[src/rtl/cdc_mon_satcnt.sv]
module cdc_mon_satcnt #(
  parameter int W = 16
) (
  input  logic         clk,
  input  logic         rst_n,
  input  logic         clr,
  input  logic         inc,
  output logic [W-1:0] cnt
);
  localparam logic [W-1:0] MAXV = '1;

  always_ff @(posedge clk) begin
    if (!rst_n)                    cnt <= '0;
    else if (clr)                  cnt <= '0;
    else if (inc && cnt != MAXV)   cnt <= cnt + 1'b1;
  end

  AST_SAT_HOLD: assert property (@(posedge clk) disable iff (!rst_n)
    (cnt == MAXV && !clr) |=> cnt == MAXV);
  AST_CLR_ZERO: assert property (@(posedge clk) disable iff (!rst_n)
    clr |=> cnt == '0);
  AST_STEP_ONE: assert property (@(posedge clk) disable iff (!rst_n)
    !clr |=> (cnt == $past(cnt) || cnt == $past(cnt) + 1'b1));
endmodule

[src/rtl/cdc_mon_bit.sv]
module cdc_mon_bit #(
  parameter int W = 16
) (
  input  logic         clk,
  input  logic         rst_n,
  input  logic         clr,
  input  logic         primed,
  input  logic         inj,
  input  logic         ideal,
  input  logic         actual,
  output logic [W-1:0] meta_cnt,
  output logic [W-1:0] late_cnt,
  output logic [W-1:0] early_cnt,
  output logic         flipped
);
  logic ideal_q, actual_q;
  logic ideal_chg, actual_chg, disagree, late_ev, early_ev;

  always_ff @(posedge clk) begin
    if (!rst_n) begin
      ideal_q  <= 1'b0;
      actual_q <= 1'b0;
    end else begin
      ideal_q  <= ideal;
      actual_q <= actual;
    end
  end

  always_comb begin
    ideal_chg  = primed && (ideal != ideal_q);
    actual_chg = primed && (actual != actual_q);
    disagree   = (ideal != actual);
    late_ev    = ideal_chg && !actual_chg && disagree;
    early_ev   = actual_chg && !ideal_chg && disagree;
  end

  always_ff @(posedge clk) begin
    if (!rst_n || clr) flipped <= 1'b0;
    else if (disagree) flipped <= 1'b1;
  end

  cdc_mon_satcnt #(.W(W)) u_meta  (.clk(clk), .rst_n(rst_n), .clr(clr), .inc(inj),      .cnt(meta_cnt));
  cdc_mon_satcnt #(.W(W)) u_late  (.clk(clk), .rst_n(rst_n), .clr(clr), .inc(late_ev),  .cnt(late_cnt));
  cdc_mon_satcnt #(.W(W)) u_early (.clk(clk), .rst_n(rst_n), .clr(clr), .inc(early_ev), .cnt(early_cnt));

  AST_FLIP_STICKY: assert property (@(posedge clk) disable iff (!rst_n)
    (flipped && !clr) |=> flipped);
  AST_FIRST_EDGE_QUIET: assert property (@(posedge clk) disable iff (!rst_n)
    (!primed && !clr) |=> (late_cnt == '0 && early_cnt == '0));
endmodule

[config.mk]
export PLATFORM = sky130hd
export DESIGN_NAME = cdc_mon_bit
export DESIGN_NICKNAME = d
export VERILOG_FILES = /design/src/rtl/cdc_mon_satcnt.sv /design/src/rtl/cdc_mon_bit.sv
export SDC_FILE = /design/constraint.sdc
export NUM_CORES = 1
export LEC_CHECK = 0
export BUFFER_PORTS_ARGS = -buffer_cell sky130_fd_sc_hd__buf_2
export CAP_MARGIN = 15
export CORE_MARGIN = 2
export CORE_UTILIZATION = 59
export CTS_CLUSTER_SIZE = 10
export DETAILED_ROUTE_END_ITERATION = 6
export GPL_TIMING_DRIVEN = 0
export PLACE_DENSITY = 0.85
export SYNTH_ARGS = -nofsm -noshare
export SYNTH_HDL_FRONTEND = slang
export SYNTH_SLANG_ARGS = --single-unit
[constraint.sdc]
create_clock -name clk -period 3.85 [get_ports clk]
set_input_delay 1.155 -clock clk [delete_from_list [all_inputs] [get_ports clk]]
set_output_delay 1.155 -clock clk [all_outputs]
set_load 0.02 [all_outputs]
### Yosys cells after proc, flatten, opt, wreduce, memory -nomap -nowiden

Cells that the tools add are included.

| operators by class | value |
|---|---|
| bitwise gates (word level) | 1 |
| reduce and logical (&&, ||, !) cells | 14 |
| add/sub/neg operators | 3 |
| equality and inequality tests | 6 |

Operators by type and width:

| cell | count |
|---|---|
| adder 16 x 1 -> 16 bit, second input constant | 3 |
| != test 16 bit, second input constant | 3 |
| logical AND 1 bit | 9 |
| zero test 1 bit | 3 |
| != test 1 bit | 3 |
| OR reduction 2 bit | 1 |
| logical OR 1 bit | 1 |
| inverter 1 bit | 1 |

| storage, ports and cells | value |
|---|---|
| output and inout port bits | 49 |
| bits in registers | 51 |

### Logic depth before layout (Yosys ltp)

| logic depth | value |
|---|---|
| depth in word-level cells | 6 |
| depth in mapped cells | 6 |
| depth with buffers taken out | 5 |

### By module

From an unflattened synthesis, not the netlist that was laid out.

| second synthesis, totals | value |
|---|---|
| cell total of the unflattened synthesis | 287 |
| area, all modules | 2,743.9 µm² |

By module, submodules not included:

| module | area an instance (µm²) | times used | cells each |
|---|---|---|---|
| cdc_mon_satcnt | 864.6 | 3 | 91 |
| cdc_mon_bit | 150.1 | 1 | 14 |

### Worst setup path after synthesis

OpenSTA, ideal clock, no wires.

| timing path | value |
|---|---|
| path type | input to register |
| from | input actual |
| to | register u_late.cnt[13] |
| stages | 5 |
| buffers on the path | 1 |
| arrival | 2.841 ns |
| required time | 3.780 ns |
| slack | 0.938 ns |
| setup time | 0.070 ns |
| cells stage by stage | or4b_4 a2111o_1 buf_6 or4_1 a21oi_1 |

| between the ends | value |
|---|---|
| longest elaborated chain between the ends | 6 |
| elaborated cells on any way between the ends | 7 |

RTL lines:

| element | RTL line | source |
|---|---|---|
| start, declared | cdc_mon_bit.sv:10 | `input logic actual,` |
| != test 1 bit | cdc_mon_bit.sv:31 | `actual_chg = primed && (actual != actual_q);` |
| logical AND 1 bit | cdc_mon_bit.sv:31 |  |
| zero test 1 bit | cdc_mon_bit.sv:33 | `late_ev = ideal_chg && !actual_chg && disagree;` |
| logical AND 1 bit | cdc_mon_bit.sv:33 |  |
| logical AND 1 bit * | cdc_mon_bit.sv:33 |  |
| logical AND 1 bit * | cdc_mon_satcnt.sv:15 | `else if (inc && cnt != MAXV) cnt <= cnt + 1'b1;` |
| end signal, assigned | cdc_mon_satcnt.sv:15 |  |
| end, declared | cdc_mon_satcnt.sv:8 | `output logic [W-1:0] cnt` |

Every way passes the cells marked *; elsewhere a longest branch is shown, timed or not.
A chain may end at the register's enable or synchronous reset.

### Worst setup path in the final report

| timing path | value |
|---|---|
| from | input rst_n |
| to | register u_early.cnt[15] |

| between the ends | value |
|---|---|
| longest elaborated chain between the ends | 2 |

RTL lines:

| element | RTL line | source |
|---|---|---|
| start, declared | cdc_mon_bit.sv:5 | `input logic rst_n,` |
| inverter 1 bit (no line) | - |  |
| OR reduction 2 bit (no line) | - |  |
| end signal, assigned | cdc_mon_satcnt.sv:15 |  |
| end, declared | cdc_mon_satcnt.sv:8 |  |

No other way between the ends.

==> flow_summary.json <==
{
  "status": "complete, no violations",
  "vdd_drop_max_v": 0.0001906,
  "fin_crit_sh": 0.7447,
  "fmax_ghz": 0.3488,
  "synth_nets": 331,
  "synthesis.instances": 321,
  "grt_pass1_vias": 2427,
  "placedCellCount": 428,
  "grt_setup_unrepaired": "no",
  "gp_congestion": 0.9315,
  "worstSetupPathType": "input pin to flip-flop",
  "min_period_ns": 2.867,
  "path_clk_slew_ns": 0.09,
  "root_buffer": "clkbuf_8",
  "hold_path_class": "flip-flop to flip-flop",
  "crit_required_ns": 4.06,
  "layout_common_cells": "55 x buf_2, 51 x dfxtp_1, 36 x nand2_1",
  "drc": 0,
  "end_kind": "flip-flop",
  "finalHoldViolCount": 0,
  "synth_area_um2": 2724,
  "hold_slack_ns": 0.4940,
  "max-cap-violations": 0,
  "synth_cell_types": 49,
  "antenna_cells": 0,
  "cts_buffers": 5,
  "finish.utilization": 0.7208,
  "synth_edf_count": 0,
  "viasPerCell": 6.466,
  "setup.worst_path.start_class": "input pin",
  "layout-drive-gt1-share": 0.1953,
  "min_from": "u_late.cnt[6]",
  "ys_warn_count": 0,
  "cts_hold_buf": 0,
  "htreeDepth": 2,
  "row_count": 24,
  "core_area_um2": 4414,
  "finalSetupViolations": 0,
  "maxSlewHeadroom": 0.3772,
  "io_buffers": 55,
  "postCtsSetupBuffers": 0,
  "firstDrtPassIters": 4,
  "clock-sinks": 51,
  "ctsResizeCount": 0,
  "hold_end": "u_late.cnt[6]",
  "syn_avg_cell_area_um2": 8.486,
  "tns_ns": 0,
  "wl_per_cell_um": 15.21,
  "use_met2": 0.4311,
  "nets": 393,
  "start_util": 0.6171,
  "routed_wl_um": 6630,
  "die_y_um": 71.95,
  "clock_latency_ns": 0.30,
  "clock-skew-final_ns": 0.005988,
  "holdPathStages": 2,
  "synthFlopType": "dfxtp_1",
  "crit_fanout": 10,
  "num_vias": 2819,
  "ys_seq_area_frac": 0.3748,
  "met1_usage": 0.3686,
  "maxSlewViolCount": 0,
  "grt-ovfl-total": 0,
  "final_common_cell": "buf_2",
  "ios": 56,
  "syn2layout_area_growth_pct": 16.81,
  "grt_start_max_net_pins": 16,
  "fp.dieW_um": 71.95,
  "reg2reg_to": "u_late.cnt[13]",
  "rr_worst_depth": 5,
  "place_hpwl_um": 4792,
  "cp_data_arrival_time_ns": 3.07,
  "layoutNonFillerInstCount": 436,
  "met3_usage": 0.05278,
  "worstReg2RegStart": "actual_q",
  "clockBufferDepth": 2,
  "synth-seq-cells": 51,
  "ff2ff_setup_slack_ns": 1.68,
  "die_area_um2": 5176,
  "grt_util_all_layers": 0.2695,
  "grt_pass1_wl_um": 11180,
  "max_slew.worst_pin.slew_ns": 0.9270,
  "ant_nets": 0,
  "async_reset_ff_frac": 0,
  "p_per_area_nw_per_um2": 301.9,
  "cts_tree": "yes",
  "antenna_found_initial": 0,
  "first_iter_violations": 210,
  "grt.busiest_layer": "met2",
  "p_leak_uw": 0.001155
}
layer usage:
| layer | wire (um) | up-vias |
|---|---|---|
| met5 | 0 | - |
| met1 | 2990 | 1316 |
| met4 | 144 | 0 |
| met2 | 3120 | 105 |
| li1 | - | 1385 |
| met3 | 374 | 13 |
sequential cells by signal (all words and copies together), names as in the netlist:
signal,flops
u_meta.cnt,16
ideal_q,1
u_late.cnt,16
actual_q,1
flipped,1
u_early.cnt,16
worst max path at each step:
stage | depth (start not counted) | to | slack, ns | start
global route | 6 | u_early.cnt[15] | 0.84 | rst_n
CTS | 6 | u_early.cnt[15] | 0.97 | rst_n
floorplan | 5 | u_late.cnt[13] | 0.94 | actual
finish | 6 | u_early.cnt[15] | 0.98 | rst_n
detailed placement | 6 | u_early.cnt[15] | 0.65 | rst_n
global placement | 6 | u_early.cnt[15] | 0.73 | rst_n
cell type report:
type,instances,area (um^2)
Buffer,12,62.56
Clock buffer,6,82.58
Clock inverter,2,35.03
Fill cell,355,1232
Inverter,6,22.52
Multi-Input combinational cell,252,1618
Sequential cell,51,1021
Tap cell,52,65.06
Timing Repair Buffer,55,275.3
Yosys cell counts (2+ instances only):
master | instances | area (um^2)
dfxtp_1 | 51 | 1021
nand2_1 | 36 | 135.1
a21oi_1 | 31 | 155.2
nand4_1 | 18 | 112.6
or4_1 | 18 | 135.1
o31ai_1 | 17 | 127.6
mux2i_1 | 12 | 120.1
o21ai_0 | 12 | 60.06
nand3_1 | 11 | 55.05
and3_1 | 10 | 62.56
clkbuf_1 | 8 | 30.03
nand2b_1 | 8 | 50.05
nor2_1 | 8 | 30.03
nor3_1 | 8 | 40.04
and2_1 | 6 | 37.54
inv_1 | 6 | 22.52
or3_1 | 6 | 37.54
a2111o_1 | 5 | 56.30
and4_1 | 5 | 43.79
nor4_1 | 4 | 25.02
o21a_1 | 4 | 30.03
a211oi_1 | 3 | 22.52
ha_1 | 3 | 37.54
o2111ai_1 | 3 | 26.28
buf_1 | 2 | 7.510
nor4b_1 | 2 | 17.52
o41ai_1 | 2 | 17.52
cell families (layout without fill, tap and decap cells):
logic type / count (synthesis) / in the layout / synth area share
DFF: 51 / 51 / 0.3748
xor gates and xnor gates: 1 / 1 / 0.003216
and+or+nand+nor: 147 / 147 / 0.3124
AOI/OAI and AO/OA: 89 / 89 / 0.2205
buffers and inverters: 18 / 81 / 0.03124
muxes: 12 / 12 / 0.04410
adders and majority gates: 3 / 3 / 0.01378
through the flow:
step	total power (uW)	instance area (um^2)	setup slack, ns
after floorplan	571.6	2724	0.9382
after global placement	587.8	3064	0.7324
after detailed placement	588.7	3064	0.6546
after CTS	969.8	3182	0.9690
after global routing	996.3	3182	0.8352
final	960.7	3182	0.9830
power by group:
part           internal (uW)  switching [uW]
Combinational           14.5            29.2
Clock                    210             174
Sequential               530            3.07
Total                    755             206
critical path, cell delays in order:
cell and delay, ns:
buf_2 0.11, nor2b_1 0.54, clkbuf_1 0.45, buf_1 0.46
o311ai_0 0.25, o41ai_1 0.10
Note: power is estimated with default switching activity, not from simulation.
